`config.mk`:
```
export PLATFORM = sky130hd
export DESIGN_NAME = hostedge_irq_ctrl
export DESIGN_NICKNAME = d
export VERILOG_FILES = /design/src/rtl/hostedge_pkg.sv /design/src/rtl/hostedge_sync.sv /design/src/rtl/hostedge_detect.sv /design/src/rtl/hostedge_regs.sv /design/src/rtl/hostedge_irq_ctrl.sv
export SDC_FILE = /design/constraint.sdc
export NUM_CORES = 1
export LEC_CHECK = 0
export ABC_CLOCK_PERIOD_IN_PS = 1300
export BUFFER_PORTS_ARGS = -buffer_cell sky130_fd_sc_hd__buf_4
export CELL_PAD_IN_SITES_DETAIL_PLACEMENT = 1
export CELL_PAD_IN_SITES_GLOBAL_PLACEMENT = 2
export CORE_MARGIN = 5
export CORE_UTILIZATION = 36
export CTS_CLUSTER_SIZE = 25
export DETAILED_ROUTE_END_ITERATION = 10
export PLACE_DENSITY_LB_ADDON = 0.1
export SLEW_MARGIN = 20
export SYNTH_ARGS = -nofsm -noshare
export SYNTH_HDL_FRONTEND = slang
export SYNTH_HIERARCHICAL = 1
export SYNTH_SLANG_ARGS = --single-unit
```
`constraint.sdc`:
```
create_clock -name clk_i -period 1.3 [get_ports clk_i]
set_input_delay 0.26 -clock clk_i [delete_from_list [all_inputs] [get_ports clk_i]]
set_output_delay 0.26 -clock clk_i [all_outputs]
set_load 0.02 [all_outputs]
```
`src/rtl/hostedge_pkg.sv`:
```
package hostedge_pkg;
  typedef enum logic [1:0] {
    LN_SEL  = 2'd0,
    LN_STB  = 2'd1,
    LN_AFD  = 2'd2,
    LN_INIT = 2'd3
  } line_e;

  localparam int unsigned NUM_LINES = 4;
  localparam int unsigned EVT_W     = 2 * NUM_LINES;

  // even bit: low-to-high, odd bit: high-to-low
  function automatic int unsigned rise_bit(input int unsigned line);
    return 2 * line;
  endfunction

  function automatic int unsigned fall_bit(input int unsigned line);
    return 2 * line + 1;
  endfunction
endpackage

```
`src/rtl/hostedge_sync.sv`:
```
module hostedge_sync #(
  parameter int unsigned WIDTH  = 4,
  parameter int unsigned STAGES = 2,
  parameter logic        RST_V  = 1'b1
) (
  input  logic             clk_i,
  input  logic             rst_ni,
  input  logic [WIDTH-1:0] async_i,
  output logic [WIDTH-1:0] sync_o
);
  logic [STAGES-1:0][WIDTH-1:0] stg_q;

  always_ff @(posedge clk_i or negedge rst_ni) begin
    if (!rst_ni) stg_q[0] <= {WIDTH{RST_V}};
    else         stg_q[0] <= async_i;
  end

  for (genvar s = 1; s < STAGES; s++) begin : g_stage
    always_ff @(posedge clk_i or negedge rst_ni) begin
      if (!rst_ni) stg_q[s] <= {WIDTH{RST_V}};
      else         stg_q[s] <= stg_q[s-1];
    end
  end

  assign sync_o = stg_q[STAGES-1];
endmodule

```
`src/rtl/hostedge_detect.sv`:
```
module hostedge_detect #(
  parameter int unsigned LINES       = 4,
  parameter int unsigned HOLD_CYCLES = 4,
  localparam int unsigned EW         = 2 * LINES,
  localparam int unsigned CW         = $clog2(HOLD_CYCLES + 1)
) (
  input  logic             clk_i,
  input  logic             rst_ni,
  input  logic [LINES-1:0] lvl_i,
  output logic [EW-1:0]    edge_o
);
  import hostedge_pkg::*;

  logic [LINES-1:0] prev_q;
  logic [CW-1:0]    hold_cnt_q;
  logic             armed;

  assign armed = (hold_cnt_q == CW'(HOLD_CYCLES));

  always_ff @(posedge clk_i or negedge rst_ni) begin
    if (!rst_ni) begin
      prev_q     <= '1;
      hold_cnt_q <= '0;
    end else begin
      prev_q <= lvl_i;
      if (!armed) hold_cnt_q <= hold_cnt_q + 1'b1;
    end
  end

  for (genvar i = 0; i < LINES; i++) begin : g_line
    assign edge_o[rise_bit(i)] = armed & ~prev_q[i] &  lvl_i[i];
    assign edge_o[fall_bit(i)] = armed &  prev_q[i] & ~lvl_i[i];
  end
endmodule

```
`src/rtl/hostedge_regs.sv`:
```
module hostedge_regs #(
  parameter int unsigned     ADDR_W    = 8,
  parameter int unsigned     EVT_W     = 8,
  parameter logic [ADDR_W-1:0] EN_ADDR   = 8'h66,
  parameter logic [ADDR_W-1:0] PEND_ADDR = 8'h68
) (
  input  logic              clk_i,
  input  logic              rst_ni,
  input  logic [EVT_W-1:0]  edge_i,
  input  logic [ADDR_W-1:0] addr_i,
  input  logic              wr_i,
  input  logic [EVT_W-1:0]  wdata_i,
  output logic [EVT_W-1:0]  rdata_o,
  output logic              irq_o
);
  logic [EVT_W-1:0] en_q, pend_q, pend_d, keep_mask;
  logic             wr_en, wr_pend, irq_q;

  assign wr_en   = wr_i && (addr_i == EN_ADDR);
  assign wr_pend = wr_i && (addr_i == PEND_ADDR);

  // write of 0 clears, write of 1 keeps; edges override the clear
  assign keep_mask = wr_pend ? wdata_i : '1;
  assign pend_d    = (pend_q & keep_mask) | edge_i;

  always_ff @(posedge clk_i or negedge rst_ni) begin
    if (!rst_ni) begin
      en_q   <= '0;
      pend_q <= '0;
      irq_q  <= 1'b0;
    end else begin
      if (wr_en) en_q <= wdata_i;
      pend_q <= pend_d;
      irq_q  <= |(pend_q & en_q);
    end
  end

  always_comb begin
    rdata_o = '0;
    if (addr_i == EN_ADDR)        rdata_o = en_q;
    else if (addr_i == PEND_ADDR) rdata_o = pend_q;
  end

  assign irq_o = irq_q;

  // request rises only after an enabled pending pair existed
  a_r4_irq_rise: assert property (@(posedge clk_i) disable iff (!rst_ni)
    $rose(irq_q) |-> $past((pend_q & en_q) != '0));
  // no enabled pending pair means no request next cycle
  a_r4_irq_drop: assert property (@(posedge clk_i) disable iff (!rst_ni)
    ((pend_q & en_q) == '0) |=> !irq_q);
  // a pending bit only rises through an edge
  a_r5_no_sw_set: assert property (@(posedge clk_i) disable iff (!rst_ni)
    1'b1 |=> ((pend_q & ~$past(pend_q) & ~$past(edge_i)) == '0));
  // a pending bit only falls through a pending write
  a_r5_clear_needs_write: assert property (@(posedge clk_i) disable iff (!rst_ni)
    !wr_pend |=> ((pend_q & $past(pend_q)) == $past(pend_q)));
  // a detected edge always leaves its bit set
  a_r6_edge_wins: assert property (@(posedge clk_i) disable iff (!rst_ni)
    (edge_i != '0) |=> ((pend_q & $past(edge_i)) == $past(edge_i)));
  // enable register only moves on a write to its own address
  a_r8_en_untouched: assert property (@(posedge clk_i) disable iff (!rst_ni)
    !wr_en |=> $stable(en_q));
endmodule

```
`src/rtl/hostedge_irq_ctrl.sv`:
```
module hostedge_irq_ctrl #(
  parameter int unsigned       ADDR_W        = 8,
  parameter logic [ADDR_W-1:0] EN_ADDR       = 8'h66,
  parameter logic [ADDR_W-1:0] PEND_ADDR     = 8'h68,
  parameter int unsigned       SYNC_STAGES   = 2,
  parameter int unsigned       SETTLE_CYCLES = 2
) (
  input  logic              clk_i,
  input  logic              rst_ni,
  input  logic              host_sel_n_i,
  input  logic              host_stb_n_i,
  input  logic              host_afd_n_i,
  input  logic              host_init_n_i,
  input  logic [ADDR_W-1:0] bus_addr_i,
  input  logic              bus_wr_i,
  input  logic [7:0]        bus_wdata_i,
  output logic [7:0]        bus_rdata_o,
  output logic              irq_o
);
  import hostedge_pkg::*;

  // hold-off covers the synchroniser fill plus the settle window
  localparam int unsigned HOLD_CYCLES = SYNC_STAGES + SETTLE_CYCLES;

  logic [NUM_LINES-1:0] host_raw, host_sync;
  logic [EVT_W-1:0]     edges;

  always_comb begin
    host_raw          = '1;
    host_raw[LN_SEL]  = host_sel_n_i;
    host_raw[LN_STB]  = host_stb_n_i;
    host_raw[LN_AFD]  = host_afd_n_i;
    host_raw[LN_INIT] = host_init_n_i;
  end

  hostedge_sync #(
    .WIDTH (NUM_LINES),
    .STAGES(SYNC_STAGES),
    .RST_V (1'b1)
  ) i_sync (
    .clk_i  (clk_i),
    .rst_ni (rst_ni),
    .async_i(host_raw),
    .sync_o (host_sync)
  );

  hostedge_detect #(
    .LINES      (NUM_LINES),
    .HOLD_CYCLES(HOLD_CYCLES)
  ) i_detect (
    .clk_i (clk_i),
    .rst_ni(rst_ni),
    .lvl_i (host_sync),
    .edge_o(edges)
  );

  hostedge_regs #(
    .ADDR_W   (ADDR_W),
    .EVT_W    (EVT_W),
    .EN_ADDR  (EN_ADDR),
    .PEND_ADDR(PEND_ADDR)
  ) i_regs (
    .clk_i  (clk_i),
    .rst_ni (rst_ni),
    .edge_i (edges),
    .addr_i (bus_addr_i),
    .wr_i   (bus_wr_i),
    .wdata_i(bus_wdata_i),
    .rdata_o(bus_rdata_o),
    .irq_o  (irq_o)
  );
endmodule

```
==> qor.yml, run 1 <==
worst_setup_path:
  cp_common_cell: "buf_4"
  worstPathArrival_ps: 1190
  reg2regPathDepth: 4
  slowest_delay_ps: 260
  r2r_start: "i_detect/hold_cnt_q[1]"
  path_delay_family: "buffers and inverters"
  worstPathMaxFanout: 3
  end_kind: "output port"
  regToRegSetupSlack_ps: 110
  critPathRequiredTime_ps: 1040
  crit_buf_inv: 3
  cp_slowest_cell: "and4bb_2"
  crit_type: "input pin to output port"
  timing.rr.end: "i_detect/hold_cnt_q[1]"
  cp-start-kind: "input pin"
  cp_cell_sequence: "buf_4 -> and4bb_2 -> buf_4 -> a22oi_2 -> nor2_4 -> buf_6"
worst_hold_path:
  min_to: "i_sync/stg_q[0]"
  hold-path-cell-count: 1
  min_path_type: "input pin to flop"
  hold_path.startpoint: "host_sel_n_i"
clock_tree:
  cts_max_level: 2
  clk_path_buf_depth: 2
  numCtsBuffers: 5
  clock_sinks: 32
  clkSlewWorstSetupHoldPaths_ps: 60
  cts_root_buffer: "clkbuf_8"
  cts_tree: "yes"
  clkLatencyLatePin_ps: 280
pwr:
  p_leak_nw: 0.843
  total_power_mw: 2.00
  pwr_density_cell_nw_per_um2: 961
  ir_drop_uv: 665
grt:
  grt_max_degree: 33
  overflow: 0
  grt_pass1_wl_um: 6030
  grtUsageTotal_pct: 14.8
  grt_pass1_vias: 1219
  antenna_found_initial: 0
floorplanning:
  io_pins: 32
  die-width_um: 74.2
  initial_core_util_pct: 37.1
  rows: 23
  die_y_um: 74.2
  dieArea_um2: 5510
  coreArea_um2: 4000
sta:
  post-route-min-period_ps: 1450
  finalSetupViolCount: 8
  setup_tns_ps: -1040
  worst_slack_ps: -149
  slew_headroom_pct: 73.0
  max_freq_mhz: 690
  final-hold-violation-count: 0
  period_share_pct: 111
  slew_viol_final: 0
  skew_ps: 5.55
  hold_ws_ps: 86.6
  worst_pin_slew_ps: 404
  rsz0062_at_grt: "yes"
final_layout:
  area_growth_pct: 39.9
  nets: 176
  final_cell_count_no_fill: 201
  regArea_um2: 816
  final_area_um2: 2080
  antennaDiodeCount: 0
  fill_cells: 430
  multi_input_area_um2: 726
  drive_above_1_share_pct: 62.9
  post-route-util_pct: 51.9
detailed_routing:
  drc: 0
  wl_um: 3520
  wl_per_cell_um: 17.5
  drtAntennaViolNets: 0
  vias: 1039
  drt_first_pass_iters: 4
  vias_per_cell: 5.17
  drt-initial-drc-count: 39
status:
  outcome: "complete, but fails checks"
  violations: "setup timing"
logic_synthesis:
  syn_nets: 134
  netlist-cell-type-count: 22
  yosysSeqAreaShare_pct: 55.0
  synth_area_um2: 1480
  yosys_warnings: 6
  syn_inst: 109
  synth.avg_cell_area_um2: 13.6
  synth_seq_cells: 32
place:
  post_dp_cell_area_um2: 1900
  routabilityCongestion: 0.706
  placed_cells: 191
  numPortBuffers: 31
  pre_cts_slack_ps: -198
  place_hpwl_um: 2570
flow_run:
  cap_violations: 0
-- power by group --
| part | switching, mW | total [mW] | internal, mW |
|---|---|---|---|
| registers | 0.0272 | 1.08 | 1.05 |
| clock network | 0.332 | 0.695 | 0.363 |
| logic | 0.0985 | 0.221 | 0.123 |
-- registers in the layout (all words and copies together), names as in the netlist --
register and cells:
i_sync/sync_o 4, i_regs/en_q 8, i_detect/prev_q 4, i_regs/pend_q 8, i_regs/irq_o 1, i_sync/stg_q 4, i_detect/hold_cnt_q 3
-- synthesized netlist by cell type --
master	number	area share, %
dfrtp_1	20	34
a21oi_1	1	0.34
ha_1	2	1.7
a21o_1	8	4.0
inv_1	2	0.51
nor2b_1	1	0.42
nor4b_4	1	1.6
nand2_4	1	0.76
a22oi_1	12	6.1
xnor2_1	1	0.59
buf_4	6	3.0
mux2_4	9	9.1
dfstp_2	12	21
and4bb_1	2	1.7
nor3b_1	8	4.0
buf_6	2	1.5
nor2_1	9	2.3
nand4bb_1	1	0.76
nand3_4	1	1.2
buf_1	1	0.25
nand4_1	1	0.42
nand4b_1	8	4.7
-- cell families after synthesis --
kind of cell             synth area share, %
buffers and inverters                   5.31
flip-flops                              55.0
multiplexers                            9.11
AO/OA/AOI/OAI                           10.5
adder cells (fa/ha/maj)                 1.69
AND/OR/NAND/NOR                         17.9
XOR/XNOR                               0.590
-- placed cells by master, fill, tap and decap left out --
master	count
nor3b_2	3
nor2b_1	1
and4bb_2	1
and4bb_1	1
nand4b_1	8
buf_4	31
inv_1	1
inv_2	1
clkbuf_8	5
dfrtp_1	20
xnor2_1	1
clkbuf_1	1
nand3_4	1
ha_1	1
nand4_1	1
dfstp_2	12
nor3b_1	5
buf_6	11
a21o_1	8
a22oi_2	8
mux2_4	9
nor2_1	1
nor4b_4	1
a22oi_1	4
a21oi_1	1
ha_4	1
nand4bb_1	1
buf_12	1
dlygate4sd3_1	1
nand2_8	1
clkinv_2	1
nor2_4	8
-- what timing repair did --
| action | 4_1_cts | 5_1_grt |
|---|---|---|
| pin swaps | 7 | 5 |
| hold buffers | 1 | 0 |
| hold endpoints to repair | 20 | 0 |
| setup endpoints to repair | 8 | 17 |
| resized for setup | 10 | 9 |
| gates cloned | 0 | 0 |
| setup buffers | 1 | 1 |
-- final cells by class --
cell class / instances / share of cell area (%)
clock buffer: 6 / 3.50
tap: 50 / 3.01
inverter: 2 / 0.362
clock inverter: 1 / 0.241
sequential: 32 / 39.3
timing repair buffer: 44 / 18.6
multi-input combinational: 66 / 35.0
-- worst register-to-register path, cell delays in order (launching register included) --
cell     delay, ps
dfrtp_1        400
inv_1          100
ha_4           170
nand2_8         90
mux2_4         320
-- worst max-delay path by stage --
stage                                 to  cells past startpoint     startpoint
after floorplan           bus_rdata_o[2]                      4  bus_addr_i[2]
after global placement    bus_rdata_o[6]                      6  bus_addr_i[2]
after detailed placement  bus_rdata_o[6]                      6  bus_addr_i[2]
after CTS                 bus_rdata_o[1]                      6  bus_addr_i[3]
after global routing      bus_rdata_o[6]                      6  bus_addr_i[0]
final                     bus_rdata_o[7]                      6  bus_addr_i[0]
-- layer usage --
layer	vias up	global-route usage [%]	part of all wire, %
li1	478	-	-
met1	534	19.3	43
met2	23	23.7	50
met3	4	3.78	5.4
met4	0	5.43	1.3
met5	-	0	0
Note: power is estimated with default switching activity, not from simulation.
==> run 2, diff against run 1 <==
--- a/config.mk
+++ b/config.mk
@@ -13,7 +13,7 @@
 export CORE_UTILIZATION = 36
 export CTS_CLUSTER_SIZE = 25
 export DETAILED_ROUTE_END_ITERATION = 10
-export PLACE_DENSITY_LB_ADDON = 0.1
+export PLACE_DENSITY = 0.75
 export SLEW_MARGIN = 20
 export SYNTH_ARGS = -nofsm -noshare
 export SYNTH_HDL_FRONTEND = slang
==> run 2 against run 1 <==
The run still ends with setup timing left. Non-clock buffer count is the same. Sequential share of layout area decreased by 1.3 points. Clock power increased by 12%. Clock-buffer cell count stayed put. Cell count increased by 0.50%. Sequential cell count unchanged. Via count shrank 1.3%. First-iteration DRC count is 31% lower. Worst hold slack is essentially flat. Die area is the same. Register-to-register slack got worse by 50 ps. Power up 4.5%. Highest routed layer unchanged.
==> qor.yml, run 2 (synthesis results as in run 1) <==
sta:
  finalSetupViolCount: 8  # unchanged
  worst_slack_ps: -135  # +13.5 ps
  max_freq_mhz: 697  # +0.94%
  period_share_pct: 110  # -1.0 points
  worst_pin_slew_ps: 402  # -2.24 ps
  hold_ws_ps: 86.9  # +0.227 ps
  rsz0062_at_grt: "yes"
  post-route-min-period_ps: 1440  # -13.5 ps
  final-hold-violation-count: 0  # unchanged
  skew_ps: 6.25  # +0.701 ps
  slew_headroom_pct: 73.2  # +0.15 points
  setup_tns_ps: -1020  # +22.5 ps
  slew_viol_final: 0  # unchanged
worst_setup_path:
  critPathRequiredTime_ps: 1040  # about the same
  end_kind: "output port"
  cp_common_cell: "buf_6"
  crit_type: "input pin to output port"
  worstPathMaxFanout: 5  # +2
  cp_cell_sequence: "buf_6 -> and4bb_4 -> buf_12 -> a22oi_2 -> nor2_4 -> buf_6"
  r2r_start: "i_detect/hold_cnt_q[0]"
  cp_slowest_cell: "and4bb_4"
  worstPathArrival_ps: 1180  # about the same
  timing.rr.end: "i_detect/hold_cnt_q[1]"
  reg2regPathDepth: 4  # unchanged
  cp-start-kind: "input pin"
  slowest_delay_ps: 380  # +120 ps
  regToRegSetupSlack_ps: 60  # -50 ps
worst_hold_path:
  min_to: "i_sync/stg_q[3]"
  min_path_type: "input pin to flop"
  hold-path-cell-count: 1  # unchanged
  hold_path.startpoint: "host_init_n_i"
place:
  pre_cts_slack_ps: -213  # -15.3 ps
  numPortBuffers: 31  # unchanged
  routabilityCongestion: 0.755  # +7.0%
  place_hpwl_um: 2560  # -0.50%
  post_dp_cell_area_um2: 1890  # -0.13%
detailed_routing:
  drc: 0  # unchanged
  drt-initial-drc-count: 27  # -31%
  wl_um: 3470  # -1.4%
  vias_per_cell: 5.08  # -1.7%
  drt_first_pass_iters: 4  # unchanged
  wl_met3_um: 171  # -10%
  top_layer_used: "met4"
  wl_per_cell_um: 17.2  # -1.9%
  drtAntennaViolNets: 0  # unchanged
  vias: 1026  # -1.3%
  wl_met1_um: 1520  # -0.13%
  wl_met2_um: 1730  # -2.2%
final_layout:
  drive_above_1_share_pct: 64.5  # +1.6 points
  final_area_um2: 2140  # +3.3%
  antennaDiodeCount: 0  # unchanged
  area_growth_pct: 44.5
  top_regs: "i_regs/en_q x8, i_regs/pend_q x8"
  final_cell_mix: "buf_4 (27), dfrtp_1 (20), buf_6 (13), dfstp_2 (12), mux2_4 (9)"
  nets: 176  # unchanged
  post-route-util_pct: 53.6  # +1.7 points
  fill_cells: 410  # -4.7%
  final_common_cell: "buf_4"
flow_run:
  cap_violations: 0  # unchanged
clock_tree:
  clkLatencyLatePin_ps: 280  # about the same
  clkSlewWorstSetupHoldPaths_ps: 60  # about the same
  numCtsBuffers: 5  # unchanged
  cts_tree: "yes"
  clock_sinks: 32  # unchanged
  cts_root_buffer: "clkbuf_8"
  cts_max_level: 2  # unchanged
  clk_path_buf_depth: 2  # unchanged
grt:
  grt_pass1_wl_um: 5860  # -2.9%
  overflow: 0  # unchanged
  grtUsageTotal_pct: 14.2  # -0.56 points
  grt_pass1_vias: 1209  # -0.82%
  grt_max_degree: 33  # unchanged
  antenna_found_initial: 0  # unchanged
floorplanning:
  coreArea_um2: 4000  # unchanged
  die-width_um: 74.2  # unchanged
  rows: 23  # unchanged
  io_pins: 32  # unchanged
  die_y_um: 74.2  # unchanged
  dieArea_um2: 5510  # unchanged
  initial_core_util_pct: 37.1  # unchanged
pwr:
  pwr_density_cell_nw_per_um2: 972  # +1.2%
  p_leak_nw: 0.870  # +3.2%
  ir_drop_uv: 714  # +7.4%
status:
  outcome: "complete, but fails checks"
  violations: "setup timing"
## run 2: cell count changes in the layout (fill, tap and decap cells not counted), moves of 2 or more
| cell | change |
|---|---|
| buf_4 | -4 |
| buf_6 | +2 |
| nor3b_1 | -2 |
| nor3b_2 | +2 |
## run 2: area by class of cell
class / instances / area (um2) / area share (%)
Timing Repair Buffer: 44 / 427 / 19.9
Clock buffer: 6 / 82.6 / 3.85
Multi-Input combinational cell: 66 / 739 / 34.5
Clock inverter: 2 / 10.0 / 0.467
Tap cell: 50 / 62.6 / 2.92
Sequential cell: 32 / 816 / 38.0
Inverter: 2 / 7.51 / 0.350
## run 2: repair_timing
action                     in CTS  in global routing
hold buffers                    1                  0
setup endpoints to repair       8                 21
pin swaps                      11                  4
buffers inserted                3                  0
hold endpoints to repair       20                  0
cloned                          1                  0
resized for setup              15                  9
## run 2: worst max-delay path by stage
stage	start	endpoint
after global routing	bus_addr_i[3]	bus_rdata_o[5]
after floorplan	bus_addr_i[2]	bus_rdata_o[2]
after detailed placement	bus_addr_i[1]	bus_rdata_o[2]
after CTS	bus_addr_i[3]	bus_rdata_o[2]
final	bus_addr_i[3]	bus_rdata_o[3]
after global placement	bus_addr_i[1]	bus_rdata_o[2]
## run 2: stage by stage
stage	power [mW]	instances
after floorplan	1.19	109
after global placement	1.30	189
after detailed placement	1.31	189
after CTS	2.12	202
after global routing	2.19	202
final	2.09	202
## run 2: report_power, final
part | internal [mW] | switching, mW
clock | 0.422 | 0.354
combinational | 0.132 | 0.0996
sequential | 1.05 | 0.0269
total | 1.60 | 0.480
## run 2: routing by layer
metal  global-route usage (%)  up-vias
li1                         -      483
met1                     17.2      510
met2                     24.2       28
met3                     3.51        5
met4                     5.84        0
met5                        0        -
## run 2: critical path: cells and delay by family
| family | cells | cell delay, ps |
|---|---|---|
| and+or+nand+nor | 2 | 490 |
| AOI/OAI and AO/OA | 1 | 90 |
| buffers and inverters | 3 | 330 |
==> run 3, diff against run 2 <==
--- a/config.mk
+++ b/config.mk
@@ -9,13 +9,12 @@
 export BUFFER_PORTS_ARGS = -buffer_cell sky130_fd_sc_hd__buf_4
 export CELL_PAD_IN_SITES_DETAIL_PLACEMENT = 1
 export CELL_PAD_IN_SITES_GLOBAL_PLACEMENT = 2
-export CORE_MARGIN = 5
-export CORE_UTILIZATION = 36
+export CORE_UTILIZATION = 34
 export CTS_CLUSTER_SIZE = 25
 export DETAILED_ROUTE_END_ITERATION = 10
-export PLACE_DENSITY = 0.75
+export PLACE_DENSITY = 0.74
 export SLEW_MARGIN = 20
 export SYNTH_ARGS = -nofsm -noshare
 export SYNTH_HDL_FRONTEND = slang
-export SYNTH_HIERARCHICAL = 1
 export SYNTH_SLANG_ARGS = --single-unit
+export TNS_END_PERCENT = 10
==> run 3 against run 2 <==
The flow still finishes with violations (setup timing). Largest power group unchanged. Cell count grew 6.4%. Routed wire length fell by 1.1%. Critical path depth is the same. First-iteration DRC count is 3.7% higher. Fmax decreased by 22%. Setup slack worse by 400 ps. Clock skew increased by 4.6 ps. Synthesized cell count rose by 9.2%. Worst hold slack worse by 4.2 ps. Non-clock buffer count did not move.
==> qor.yml, run 3 <==
worst_setup_path:
  crit_type: "input pin to output port"
  regToRegSetupSlack_ps: 10  # -50 ps
  slowest_delay_ps: 530  # +150 ps
  cp_common_cell: "buf_6"
  worstPathMaxFanout: 8  # +3
  cp_cell_sequence: "buf_6 -> or4b_4 -> buf_6 -> or2_4 -> nor2_2 -> buf_6"
  critPathRequiredTime_ps: 1040  # about the same
  cp-start-kind: "input pin"
  worstPathArrival_ps: 1580  # +400 ps
  cp_slowest_cell: "or4b_4"
  end_kind: "output port"
logic_synthesis:
  ys.flop_type: "dfrtp_1"
  synthArstFlopShare_pct: 100  # unchanged
  synth_area_leader_cell: "dfrtp_1"
  netlist_top_cells_area: "dfrtp_1 (35%), dfstp_2 (22%), mux2_4 (8.4%), a22oi_1 (6.3%), a21oi_1 (5.6%)"
  synth_seq_cells: 32  # unchanged
  syn_nets: 144  # +7.5%
  synth_top_area_share_pct: 35.1  # +1.4 points
  synth_area_um2: 1420  # -4.0%
  ys_top_cells_by_count: "dfrtp_1 (20), a21oi_1 (16), a22oi_1 (12), dfstp_2 (12), nor2_1 (11)"
  synth.avg_cell_area_um2: 12.0  # -12%
  netlist-cell-type-count: 25  # +14%
  yosysSeqAreaShare_pct: 57.3  # +2.3 points
  syn_inst: 119  # +9.2%
  synth_most_common_cell: "dfrtp_1"
  synth_edf_count: 0  # unchanged
  yosys_warnings: 0  # -6
clock_tree:
  clk_path_buf_depth: 2  # unchanged
  cts_tree: "yes"
  clock_sinks: 32  # unchanged
  post_cts_buffers: 0  # -3
  cts_root_buffer: "clkbuf_8"
  numCtsBuffers: 5  # unchanged
  cts_max_level: 2  # unchanged
  clkLatencyLatePin_ps: 290  # about the same
  clkSlewWorstSetupHoldPaths_ps: 60  # about the same
sta:
  finalSetupViolCount: 16  # +8
  skew_ps: 10.9  # +4.62 ps
  hold_ws_ps: 82.6  # -4.23 ps
  rsz0062_at_grt: "yes"
  final-hold-violation-count: 0  # unchanged
  slew_viol_final: 0  # unchanged
  worst_slack_ps: -537  # -401 ps
  max_freq_mhz: 544  # -22%
  post-route-min-period_ps: 1840  # +401 ps
  worst_pin_slew_ps: 397  # -5.42 ps
  slew_headroom_pct: 73.6  # +0.36 points
  period_share_pct: 141  # +31 points
floorplanning:
  initial_core_util_pct: 35.6  # -1.5 points
  io_pins: 32  # unchanged
  coreArea_um2: 4000  # unchanged
  die-width_um: 66.7  # -10%
  rows: 23  # unchanged
  dieArea_um2: 4450  # -19%
  die_y_um: 66.7  # -10%
grt:
  met1_usage_pct: 19.8  # +2.6 points
  antenna_found_initial: 0  # unchanged
  met3_usage_pct: 4.62  # +1.1 points
  overflow: 0  # unchanged
  met2_usage_pct: 31.2  # +7.0 points
  grt-busiest-layer: "met2"
  grt_pass1_vias: 1175  # -2.8%
  grtUsageTotal_pct: 17.7  # +3.5 points
  grt_max_degree: 33  # unchanged
  grt_pass1_wl_um: 5540  # -5.4%
detailed_routing:
  wl_um: 3430  # -1.1%
  vias_per_cell: 5.10  # +0.46%
  drc: 0  # unchanged
  vias: 1097  # +6.9%
  drtAntennaViolNets: 0  # unchanged
  drt_first_pass_iters: 4  # unchanged
  wl_per_cell_um: 16.0  # -7.1%
  drt-initial-drc-count: 28  # +3.7%
status:
  violations: "setup timing"
  outcome: "complete, but fails checks"
final_layout:
  regArea_um2: 816  # unchanged
  final_area_um2: 2000  # -6.9%
  multi_input_area_um2: 643  # -13%
  final_cell_mix: "buf_4 (33), dfrtp_1 (20), a21oi_1 (16), a22oi_1 (12), dfstp_2 (12)"
  top_regs: "i_regs.en_q x8, i_regs.pend_q x8"
  fill_cells: 442  # +7.8%
  antennaDiodeCount: 0  # unchanged
  final_common_cell: "buf_4"
  area_growth_pct: 40.2
  nets: 189  # +7.4%
  final_cell_count_no_fill: 215  # +6.4%
  drive_above_1_share_pct: 54.5  # -9.9 points
place:
  placed_cells: 206  # +9.0%
  numPortBuffers: 31  # unchanged
  post_dp_cell_area_um2: 1790  # -5.4%
  routabilityCongestion: 0.705  # -6.6%
  place_hpwl_um: 2490  # -2.7%
pwr:
  p_leak_nw: 0.844  # -3.0%
  ir_drop_uv: 563  # -21%
  pwr_density_cell_nw_per_um2: 1000  # +3.2%
flow_run:
  cap_violations: 0  # unchanged
worst_hold_path:
  min_path_type: "input pin to flop"
run 3: cell types whose count changed after synthesis, moves of 7 or more:
cell | previous run | this run
nor3b_1 | 8 | 1
nor2b_1 | 1 | 8
a211oi_1 | 0 | 8
a21oi_1 | 1 | 16
nand4b_1 | 8 | 0
a21o_1 | 8 | 0
run 3: metrics by stage:
step | setup WS, ps | total power [mW] | util, % | setup TNS, ps
floorplan | -537 | 1.17 | - | -10440
global placement | -694 | 1.28 | 44.8 | -12680
detailed placement | -708 | 1.29 | 44.8 | -13000
CTS | -528 | 2.02 | 48.4 | -7080
global route | -576 | 2.09 | 49.9 | -7940
finish | -537 | 2.00 | 49.9 | -7150
run 3: timing repair:
item	4_1_cts	5_1_grt
hold buffers	1	0
gates resized for setup	14	16
pin swaps	1	6
hold endpoints to repair	20	0
setup endpoints to repair	24	24
run 3: where the power goes:
group	internal [mW]	total (mW)	switching (mW)
sequential	1.05	1.07	0.0228
combinational	0.118	0.219	0.101
clock	0.375	0.711	0.336
run 3: layer usage:
layer	share of wire, %	up-vias	wire length, um
met5	0	-	0
met4	1.8	0	63
met3	5.0	6	173
met2	52	28	1790
met1	41	549	1410
li1	-	514	-
run 3: logic make-up after synthesis:
group                    share of synthesized area, %
XOR/XNOR                                        0.615
adder cells (fa/ha/maj)                          1.76
multiplexers                                     9.23
AO/OA/AOI/OAI                                    16.2
flip-flops                                       57.3
buffers and inverters                            3.16
AND/OR/NAND/NOR                                  11.8
run 3: worst paths after layout:
| check | start | endpoint | cells past startpoint |
|---|---|---|---|
| hold reg to reg | i_sync.stg_q[1] | i_sync.sync_o[1] | 0 |
| setup / recovery | bus_addr_i[7] | bus_rdata_o[0] | 6 |
| setup reg to reg | i_detect.hold_cnt_q[1] | i_regs.pend_q[5] | 6 |
| max in group asynchronous | rst_ni | i_detect.prev_q[2] | 2 |
| hold / removal | host_sel_n_i | i_sync.stg_q[0] | 1 |
| min in group asynchronous | rst_ni | i_regs.pend_q[6] | 2 |
run 3: area by class of cell:
cell class	instances	share of cell area (%)
tap	50	3.13
inverter	4	0.752
clock inverter	1	0.251
sequential	32	40.9
clock buffer	7	3.82
timing repair buffer	44	19.0
multi-input combinational	77	32.2
run 3: worst max-delay path, delay by kind of cell:
family                 cells  cell delay [ps]
buffers and inverters      3              350
AND/OR/NAND/NOR            3              970
